===== config.mk =====
export PLATFORM = sky130hd
export DESIGN_NAME = spi_flash_seq
export DESIGN_NICKNAME = d
export VERILOG_FILES = /design/src/rtl/spi_flash_pkg.sv /design/src/rtl/spi_flash_clkgen.sv /design/src/rtl/spi_flash_shift.sv /design/src/rtl/spi_flash_ctrl.sv /design/src/rtl/spi_flash_seq.sv
export SDC_FILE = /design/constraint.sdc
export NUM_CORES = 1
export LEC_CHECK = 0
export BUFFER_PORTS_ARGS = -buffer_cell sky130_fd_sc_hd__buf_2
export CAP_MARGIN = 20
export CORE_ASPECT_RATIO = 1.75
export CORE_MARGIN = 4
export CORE_UTILIZATION = 30
export CTS_CLUSTER_DIAMETER = 150
export DETAILED_ROUTE_END_ITERATION = 8
export PLACE_DENSITY = 0.55
export SYNTH_ARGS = -nofsm -noshare
export SYNTH_HDL_FRONTEND = slang
export SYNTH_HIERARCHICAL = 1
export SYNTH_SLANG_ARGS = --single-unit

===== constraint.sdc =====
create_clock -name clk_i -period 5.35 [get_ports clk_i]
set_input_delay 0.2675 -clock clk_i [delete_from_list [all_inputs] [get_ports clk_i]]
set_output_delay 0.2675 -clock clk_i [all_outputs]
set_load 0.02 [all_outputs]

===== src/rtl/spi_flash_pkg.sv =====
package spi_flash_pkg;
  localparam logic [2:0] OP_ID   = 3'd0;
  localparam logic [2:0] OP_WREN = 3'd1;
  localparam logic [2:0] OP_STAT = 3'd2;
  localparam logic [2:0] OP_PROG = 3'd3;
  localparam logic [2:0] OP_READ = 3'd4;

  localparam logic [7:0] INS_ID   = 8'hAB;
  localparam logic [7:0] INS_WREN = 8'h06;
  localparam logic [7:0] INS_RDSR = 8'h05;
  localparam logic [7:0] INS_PP   = 8'h02;
  localparam logic [7:0] INS_RD   = 8'h03;

  typedef enum logic [2:0] {
    TX_ID, TX_WREN, TX_STAT, TX_PROG, TX_READ, TX_POLL
  } txn_e;

  typedef enum logic [1:0] {S_IDLE, S_LOAD, S_RUN, S_GAP} seq_st_e;
endpackage


===== src/rtl/spi_flash_clkgen.sv =====
module spi_flash_clkgen #(
  parameter int HALF_DIV = 50
) (
  input  logic clk_i,
  input  logic rst_ni,
  input  logic clear_i,
  output logic tick_o
);
  localparam int CW = (HALF_DIV > 1) ? $clog2(HALF_DIV) : 1;
  localparam logic [CW-1:0] LAST = CW'(HALF_DIV - 1);

  logic [CW-1:0] cnt_q;

  always_ff @(posedge clk_i or negedge rst_ni) begin
    if (!rst_ni)             cnt_q <= '0;
    else if (clear_i)        cnt_q <= '0;
    else if (cnt_q == LAST)  cnt_q <= '0;
    else                     cnt_q <= cnt_q + 1'b1;
  end

  assign tick_o = !clear_i && (cnt_q == LAST);
endmodule


===== src/rtl/spi_flash_shift.sv =====
module spi_flash_shift (
  input  logic       clk_i,
  input  logic       rst_ni,
  input  logic       tick_i,
  input  logic       start_i,
  input  logic [7:0] tx_i,
  output logic       done_o,
  output logic [7:0] rx_o,
  output logic       sck_o,
  output logic       mosi_o,
  input  logic       miso_i
);
  logic       busy_q, sck_q, done_q;
  logic [2:0] bit_q;
  logic [7:0] sr_q, rx_q;

  always_ff @(posedge clk_i or negedge rst_ni) begin
    if (!rst_ni) begin
      busy_q <= 1'b0;
      sck_q  <= 1'b0;
      done_q <= 1'b0;
      bit_q  <= '0;
      sr_q   <= '0;
      rx_q   <= '0;
    end else begin
      done_q <= 1'b0;
      if (start_i && !busy_q) begin
        busy_q <= 1'b1;
        sr_q   <= tx_i;
        bit_q  <= '0;
        sck_q  <= 1'b0;
      end else if (busy_q && tick_i) begin
        if (!sck_q) begin
          // rising edge: sample
          sck_q <= 1'b1;
          rx_q  <= {rx_q[6:0], miso_i};
        end else begin
          // falling edge: advance
          sck_q <= 1'b0;
          sr_q  <= {sr_q[6:0], 1'b0};
          bit_q <= bit_q + 1'b1;
          if (bit_q == 3'd7) begin
            busy_q <= 1'b0;
            done_q <= 1'b1;
          end
        end
      end
    end
  end

  assign done_o = done_q;
  assign rx_o   = rx_q;
  assign sck_o  = sck_q;
  assign mosi_o = sr_q[7];
endmodule


===== src/rtl/spi_flash_ctrl.sv =====
module spi_flash_ctrl import spi_flash_pkg::*; #(
  parameter int             LEN_W      = 16,
  parameter int             PAGE_BYTES = 256,
  parameter logic [7:0]     EXP_ID     = 8'h15
) (
  input  logic             clk_i,
  input  logic             rst_ni,
  input  logic             req_valid_i,
  input  logic [2:0]       req_op_i,
  input  logic [23:0]      req_addr_i,
  input  logic [LEN_W-1:0] req_len_i,
  output logic             req_ready_o,
  input  logic [7:0]       wr_data_i,
  output logic             wr_ready_o,
  output logic [7:0]       rd_data_o,
  output logic             rd_valid_o,
  output logic             done_o,
  output logic             id_err_o,
  output logic             cs_no,
  input  logic             tick_i,
  output logic             clk_clear_o,
  output logic             sh_start_o,
  output logic [7:0]       sh_tx_o,
  input  logic             sh_done_i,
  input  logic [7:0]       sh_rx_i
);
  localparam int TW = LEN_W + 1;
  localparam int PW = $clog2(PAGE_BYTES);
  localparam logic [TW-1:0] HDR = TW'(4);

  seq_st_e          st_q;
  txn_e             txn_q;
  logic             cs_q, done_q, rd_valid_q, id_err_q, gap_q, busy_seen_q, prog_q;
  logic [7:0]       rd_data_q;
  logic [23:0]      addr_q;
  logic [LEN_W-1:0] rem_q;
  logic [TW-1:0]    idx_q, tot_q, chunk_q;
  logic [TW-1:0]    room_c, rem_c, chunk_c;
  logic             last_c, data_ph_c;

  assign room_c    = TW'(PAGE_BYTES) - TW'(addr_q[PW-1:0]);
  assign rem_c     = {1'b0, rem_q};
  assign chunk_c   = (rem_c < room_c) ? rem_c : room_c;
  assign last_c    = (idx_q + TW'(1)) == tot_q;
  assign data_ph_c = idx_q >= HDR;

  always_comb begin
    sh_tx_o = 8'h00;
    unique case (txn_q)
      TX_ID:           if (idx_q == '0) sh_tx_o = INS_ID;
      TX_WREN:         sh_tx_o = INS_WREN;
      TX_STAT, TX_POLL: if (idx_q == '0) sh_tx_o = INS_RDSR;
      TX_READ, TX_PROG: begin
        if (idx_q == TW'(0))      sh_tx_o = (txn_q == TX_PROG) ? INS_PP : INS_RD;
        else if (idx_q == TW'(1)) sh_tx_o = addr_q[23:16];
        else if (idx_q == TW'(2)) sh_tx_o = addr_q[15:8];
        else if (idx_q == TW'(3)) sh_tx_o = addr_q[7:0];
        else if (txn_q == TX_PROG) sh_tx_o = wr_data_i;
      end
      default: sh_tx_o = 8'h00;
    endcase
  end

  assign sh_start_o  = (st_q == S_LOAD);
  assign clk_clear_o = (st_q == S_LOAD) || (st_q == S_RUN && sh_done_i);
  assign wr_ready_o  = (st_q == S_LOAD) && (txn_q == TX_PROG) && data_ph_c;
  assign req_ready_o = (st_q == S_IDLE);

  always_ff @(posedge clk_i or negedge rst_ni) begin
    if (!rst_ni) begin
      st_q        <= S_IDLE;
      txn_q       <= TX_ID;
      cs_q        <= 1'b1;
      done_q      <= 1'b0;
      rd_valid_q  <= 1'b0;
      rd_data_q   <= '0;
      id_err_q    <= 1'b0;
      gap_q       <= 1'b0;
      busy_seen_q <= 1'b0;
      prog_q      <= 1'b0;
      addr_q      <= '0;
      rem_q       <= '0;
      idx_q       <= '0;
      tot_q       <= '0;
      chunk_q     <= '0;
    end else begin
      done_q     <= 1'b0;
      rd_valid_q <= 1'b0;
      unique case (st_q)
        S_IDLE: if (req_valid_i) begin
          addr_q <= req_addr_i;
          rem_q  <= req_len_i;
          prog_q <= (req_op_i == OP_PROG);
          idx_q  <= '0;
          unique case (req_op_i)
            OP_ID:   begin txn_q <= TX_ID;   tot_q <= TW'(5); cs_q <= 1'b0; st_q <= S_LOAD; end
            OP_WREN: begin txn_q <= TX_WREN; tot_q <= TW'(1); cs_q <= 1'b0; st_q <= S_LOAD; end
            OP_STAT: begin txn_q <= TX_STAT; tot_q <= TW'(2); cs_q <= 1'b0; st_q <= S_LOAD; end
            OP_PROG: begin
              if (req_len_i == '0) done_q <= 1'b1;
              else begin txn_q <= TX_WREN; tot_q <= TW'(1); cs_q <= 1'b0; st_q <= S_LOAD; end
            end
            OP_READ: begin
              if (req_len_i == '0) done_q <= 1'b1;
              else begin
                txn_q <= TX_READ;
                tot_q <= HDR + {1'b0, req_len_i};
                cs_q  <= 1'b0;
                st_q  <= S_LOAD;
              end
            end
            default: ;
          endcase
        end
        S_LOAD: st_q <= S_RUN;
        S_RUN: if (sh_done_i) begin
          rd_data_q <= sh_rx_i;
          if (txn_q == TX_ID && idx_q == TW'(4)) begin
            rd_valid_q <= 1'b1;
            id_err_q   <= (sh_rx_i != EXP_ID);
          end
          if (txn_q == TX_STAT && idx_q == TW'(1)) rd_valid_q <= 1'b1;
          if (txn_q == TX_READ && data_ph_c)       rd_valid_q <= 1'b1;
          if (txn_q == TX_POLL && idx_q == TW'(1)) busy_seen_q <= sh_rx_i[0];
          if (last_c) begin
            cs_q  <= 1'b1;
            gap_q <= 1'b0;
            st_q  <= S_GAP;
            if (txn_q == TX_PROG) begin
              addr_q <= addr_q + 24'(chunk_q);
              rem_q  <= rem_q - LEN_W'(chunk_q);
            end
          end else begin
            idx_q <= idx_q + TW'(1);
            st_q  <= S_LOAD;
          end
        end
        S_GAP: if (tick_i) begin
          if (!gap_q) gap_q <= 1'b1;
          else begin
            idx_q <= '0;
            unique case (txn_q)
              TX_WREN: begin
                if (prog_q) begin
                  txn_q   <= TX_PROG;
                  chunk_q <= chunk_c;
                  tot_q   <= HDR + chunk_c;
                  cs_q    <= 1'b0;
                  st_q    <= S_LOAD;
                end else begin
                  done_q <= 1'b1;
                  st_q   <= S_IDLE;
                end
              end
              TX_PROG: begin
                txn_q <= TX_POLL;
                tot_q <= TW'(2);
                cs_q  <= 1'b0;
                st_q  <= S_LOAD;
              end
              TX_POLL: begin
                if (busy_seen_q) begin
                  cs_q <= 1'b0;
                  st_q <= S_LOAD;
                end else if (rem_q == '0) begin
                  done_q <= 1'b1;
                  st_q   <= S_IDLE;
                end else begin
                  txn_q <= TX_WREN;
                  tot_q <= TW'(1);
                  cs_q  <= 1'b0;
                  st_q  <= S_LOAD;
                end
              end
              default: begin
                done_q <= 1'b1;
                st_q   <= S_IDLE;
              end
            endcase
          end
        end
        default: st_q <= S_IDLE;
      endcase
    end
  end

  assign cs_no      = cs_q;
  assign done_o     = done_q;
  assign rd_valid_o = rd_valid_q;
  assign rd_data_o  = rd_data_q;
  assign id_err_o   = id_err_q;
endmodule


===== src/rtl/spi_flash_seq.sv =====
module spi_flash_seq #(
  parameter int         HALF_DIV   = 50,
  parameter int         LEN_W      = 16,
  parameter int         PAGE_BYTES = 256,
  parameter logic [7:0] EXP_ID     = 8'h15
) (
  input  logic             clk_i,
  input  logic             rst_ni,
  input  logic             req_valid_i,
  input  logic [2:0]       req_op_i,
  input  logic [23:0]      req_addr_i,
  input  logic [LEN_W-1:0] req_len_i,
  output logic             req_ready_o,
  input  logic [7:0]       wr_data_i,
  output logic             wr_ready_o,
  output logic [7:0]       rd_data_o,
  output logic             rd_valid_o,
  output logic             done_o,
  output logic             id_err_o,
  output logic             cs_no,
  output logic             sck_o,
  output logic             mosi_o,
  input  logic             miso_i
);
  logic       tick, clk_clear, sh_start, sh_done;
  logic [7:0] sh_tx, sh_rx;

  spi_flash_clkgen #(.HALF_DIV(HALF_DIV)) u_clkgen (
    .clk_i   (clk_i),
    .rst_ni  (rst_ni),
    .clear_i (clk_clear),
    .tick_o  (tick)
  );

  spi_flash_shift u_shift (
    .clk_i   (clk_i),
    .rst_ni  (rst_ni),
    .tick_i  (tick),
    .start_i (sh_start),
    .tx_i    (sh_tx),
    .done_o  (sh_done),
    .rx_o    (sh_rx),
    .sck_o   (sck_o),
    .mosi_o  (mosi_o),
    .miso_i  (miso_i)
  );

  spi_flash_ctrl #(
    .LEN_W      (LEN_W),
    .PAGE_BYTES (PAGE_BYTES),
    .EXP_ID     (EXP_ID)
  ) u_ctrl (
    .clk_i       (clk_i),
    .rst_ni      (rst_ni),
    .req_valid_i (req_valid_i),
    .req_op_i    (req_op_i),
    .req_addr_i  (req_addr_i),
    .req_len_i   (req_len_i),
    .req_ready_o (req_ready_o),
    .wr_data_i   (wr_data_i),
    .wr_ready_o  (wr_ready_o),
    .rd_data_o   (rd_data_o),
    .rd_valid_o  (rd_valid_o),
    .done_o      (done_o),
    .id_err_o    (id_err_o),
    .cs_no       (cs_no),
    .tick_i      (tick),
    .clk_clear_o (clk_clear),
    .sh_start_o  (sh_start),
    .sh_tx_o     (sh_tx),
    .sh_done_i   (sh_done),
    .sh_rx_i     (sh_rx)
  );
endmodule


==> out/metrics.yaml <==
timing:
  finClkSkew_ns: 0.00796
  period_needed_ns: 4.14
  min_period_over_period: 0.774
  setup_viol_count_final: 0
  max_slew_margin: 0.257
  drv_slew: 0
  max_freq_mhz: 241
  finalHoldViolCount: 0
  max_slew.worst_pin.slew_ns: 1.11
  fin_setup_tns_ns: 0
  rsz0062_at_grt: "false"
route:
  dr_total_vias: 9236
  totalWireLength_mm: 34.5
  dr.pass1.iters: 5
  ant_nets: 0
  drc_errors: 0
  wire_per_inst_um: 20.3
  initialDrtViolationCount: 617
  viasPerCell: 5.42
synth:
  synth_seq_cells: 138
  yosysMostFrequentCell: "dfrtp_1"
  yosys.area.top_type_share: 0.330
  syn_inst: 1190
  ys_async_sr_fraction: 1.00
  avgSynthCellArea_um2: 8.72
  synth_cell_types: 87
  syn_area_um2: 10400
  ys.flop_type: "dfrtp_1"
  synth-edff-count: 0
  ys_warn_count: 6
  synth_largest_area_cell: "dfrtp_1"
  synthTopCellsByCount: "dfrtp_1, nand2_1, nor2_1"
  ys_seq_area_frac: 0.333
  synthTopCellsByArea: "dfrtp_1, ha_1, nand2_1"
  synthesis.nets: 1302
pwr:
  p_clk_frac: 0.527
  p_switching_w: 0.000573
  peakVddDrop_mv: 0.195
  switching_share: 0.240
  p_leak_nw: 5.28
  total_power_w: 0.00239
  power_density_nw_per_um2: 203
  pwr-share-comb: 0.036
  intPower_w: 0.00182
  p_seq_frac: 0.437
global_routing:
  grt_pass1_vias: 9477
  grt-ovfl-total: 0
  grt_pass1_wl_mm: 53.6
  grt_use_total: 0.183
  antenna_found_initial: 0
  grt_start_max_net_pins: 53
finish:
  synthToLayoutAreaGrowth_pct: 13.1
  diodes: 0
  final.fill_count: 3547
  nets: 1349
  drive_gt1_frac: 0.137
  design_area_um2: 11700
  final_cells: 1705
  post-route-util: 0.346
clocking:
  cts_made_buffers: 17
  clk_latency_ns: 0.44
  cts_root_buf: "clkbuf_16"
  cts-htree-levels: 4
  cts_tree: "done"
  clock_path_buffers: 2
  clk_pin_slew_ns: 0.07
  cts_setup_buffers: 0
  clock_sinks: 138
worst_setup_path:
  end_kind: "register"
  crit_chain: "ha_1 > nand4_1 > nor3_1 > and3_1 > o22ai_1 > or3_4 > or4_4 > nand2_4 > mux2_2"
  rrSetupSlack_ns: 1.21
  path_class: "reg -> reg"
  worst_ep_arrival_time_ns: 4.47
  worstReg2RegEnd: "u_ctrl/addr_q[6]"
  cp.required_ns: 5.67
  r2r_cells: 9
  crit_fanout: 23
  timing.rr.start: "u_ctrl/idx_q[0]"
  slowest_stage: "or4_4"
  slowest_delay_ns: 0.73
  critPathLaunchType: "register"
min_path:
  whs_endpoint: "u_shift/rx_o[0]"
  hold_path_class: "in -> reg"
  whs_path_depth: 2
  hp-start: "miso_i"
place:
  place_area_um2: 11100
  place.gp.congestion: 0.916
  io_buffers: 70
  placed_cells: 1672
  dp_hpwl_mm: 26.7
floorplan:
  io_pins: 71
  die_area_um2: 37800
  core_area_um2: 34000
  die_h_um: 254
  fp-row-count: 89
  fp.dieW_um: 149
  initial_core_util: 0.306
run:
  cap_viol_max_count: 0
status:
  status: "completed"
## layout by cell type, fill, tap and decap left out, drive strengths merged, types with 18 or more instances in the layout
cell	Yosys	layout
mux2	40	40
nor2	91	91
dfrtp	137	137
nand2	105	105
o21ai	68	68
nand3	69	69
ha	55	55
xnor2	40	40
buf	23	87
inv	59	64
mux2i	27	27
clkbuf	37	18
o211ai	23	23
a21oi	60	60
xor2	30	30
a21o	20	20
nor4	18	18
o21a	18	18
and3	19	19
nor3	34	34
## power by group through the flow
stage | Sequential (W) | Clock [W] | Combinational, W
detailed placement | 0.00106 | 0 | 0.0000872
finish | 0.00104 | 0.00126 | 0.0000850
CTS | 0.00104 | 0.00129 | 0.0000881
global route | 0.00104 | 0.00133 | 0.0000956
floorplan | 0.00106 | 0 | 0.0000210
global placement | 0.00106 | 0 | 0.0000861
## worst max path at each step
stage,startpoint,cells after the start,end
final,u_ctrl/idx_q[0],9,u_ctrl/addr_q[6]
after global placement,u_ctrl/idx_q[0],9,u_ctrl/addr_q[6]
after global routing,u_ctrl/idx_q[0],10,u_ctrl/addr_q[6]
after detailed placement,u_ctrl/idx_q[0],9,u_ctrl/addr_q[6]
after floorplan,u_ctrl/addr_q[5],16,u_ctrl/tot_q[8]
after CTS,u_ctrl/idx_q[0],9,u_ctrl/addr_q[6]
## flip-flops by register name, indices dropped and copies added, names as in the netlist, 2 cells and up
register and count:
u_clkgen/cnt_q 6, u_ctrl/addr_q 24, u_ctrl/chunk_q 16, u_ctrl/idx_q 17, u_ctrl/rd_data_o 8, u_ctrl/rem_q 16
u_ctrl/st_q 2, u_ctrl/tot_q 17, u_ctrl/txn_q 3, u_shift/bit_q 3, u_shift/rx_o 8, u_shift/sr_q 8
## critical path, delay by kind of cell, from the launching register on
kind,cells,cell delay (ns)
adder cells (fa/ha/maj),1,0.36
AO/OA/AOI/OAI,1,0.10
AND/OR/NAND/NOR,6,2.65
flip-flops,1,0.49
multiplexers,1,0.38
## cell families (layout without fill, tap and decap cells)
family	count (synthesis)	after routing	share of synthesized area
simple gates	437	437	0.217
buf+inv	119	179	0.0517
mux	67	67	0.0730
compound gates	302	302	0.196
flops	138	138	0.333
xor+xnor	70	70	0.0591
fa+ha+maj	57	57	0.0701
## metrics by stage
step                hold slack [ns]  worst slack, ns
floorplan                   -0.0281             1.32
global placement              0.223             1.36
detailed placement            0.233             1.27
CTS                          0.0344             1.26
global route                 0.0525             1.06
finish                       0.0486             1.21
## metal layers
metal	wire length [um]	GRT usage	vias up
met2	19400	0.357	201
met5	0	0	-
met3	842	0.0234	77
li1	-	-	4442
met1	12400	0.182	4516
met4	1920	0.106	0
## final cells by class
| type | instances | area, um2 | area share |
|---|---|---|---|
| Clock buffer | 18 | 429 | 0.0365 |
| Sequential cell | 138 | 3450 | 0.294 |
| Tap cell | 455 | 569 | 0.0485 |
| Inverter | 59 | 221 | 0.0189 |
| Multi-Input combinational cell | 933 | 6390 | 0.544 |
| Timing Repair Buffer | 88 | 494 | 0.0421 |
| Clock inverter | 14 | 185 | 0.0158 |
## what timing repair did
| action | CTS | global route |
|---|---|---|
| hold buffers | 1 | 0 |
| endpoints found under the setup margin | 0 | 0 |
| endpoints found under the hold margin | 39 | 0 |
| resized for setup | 0 | 0 |
No activity file was read; power rests on OpenSTA's default activity.
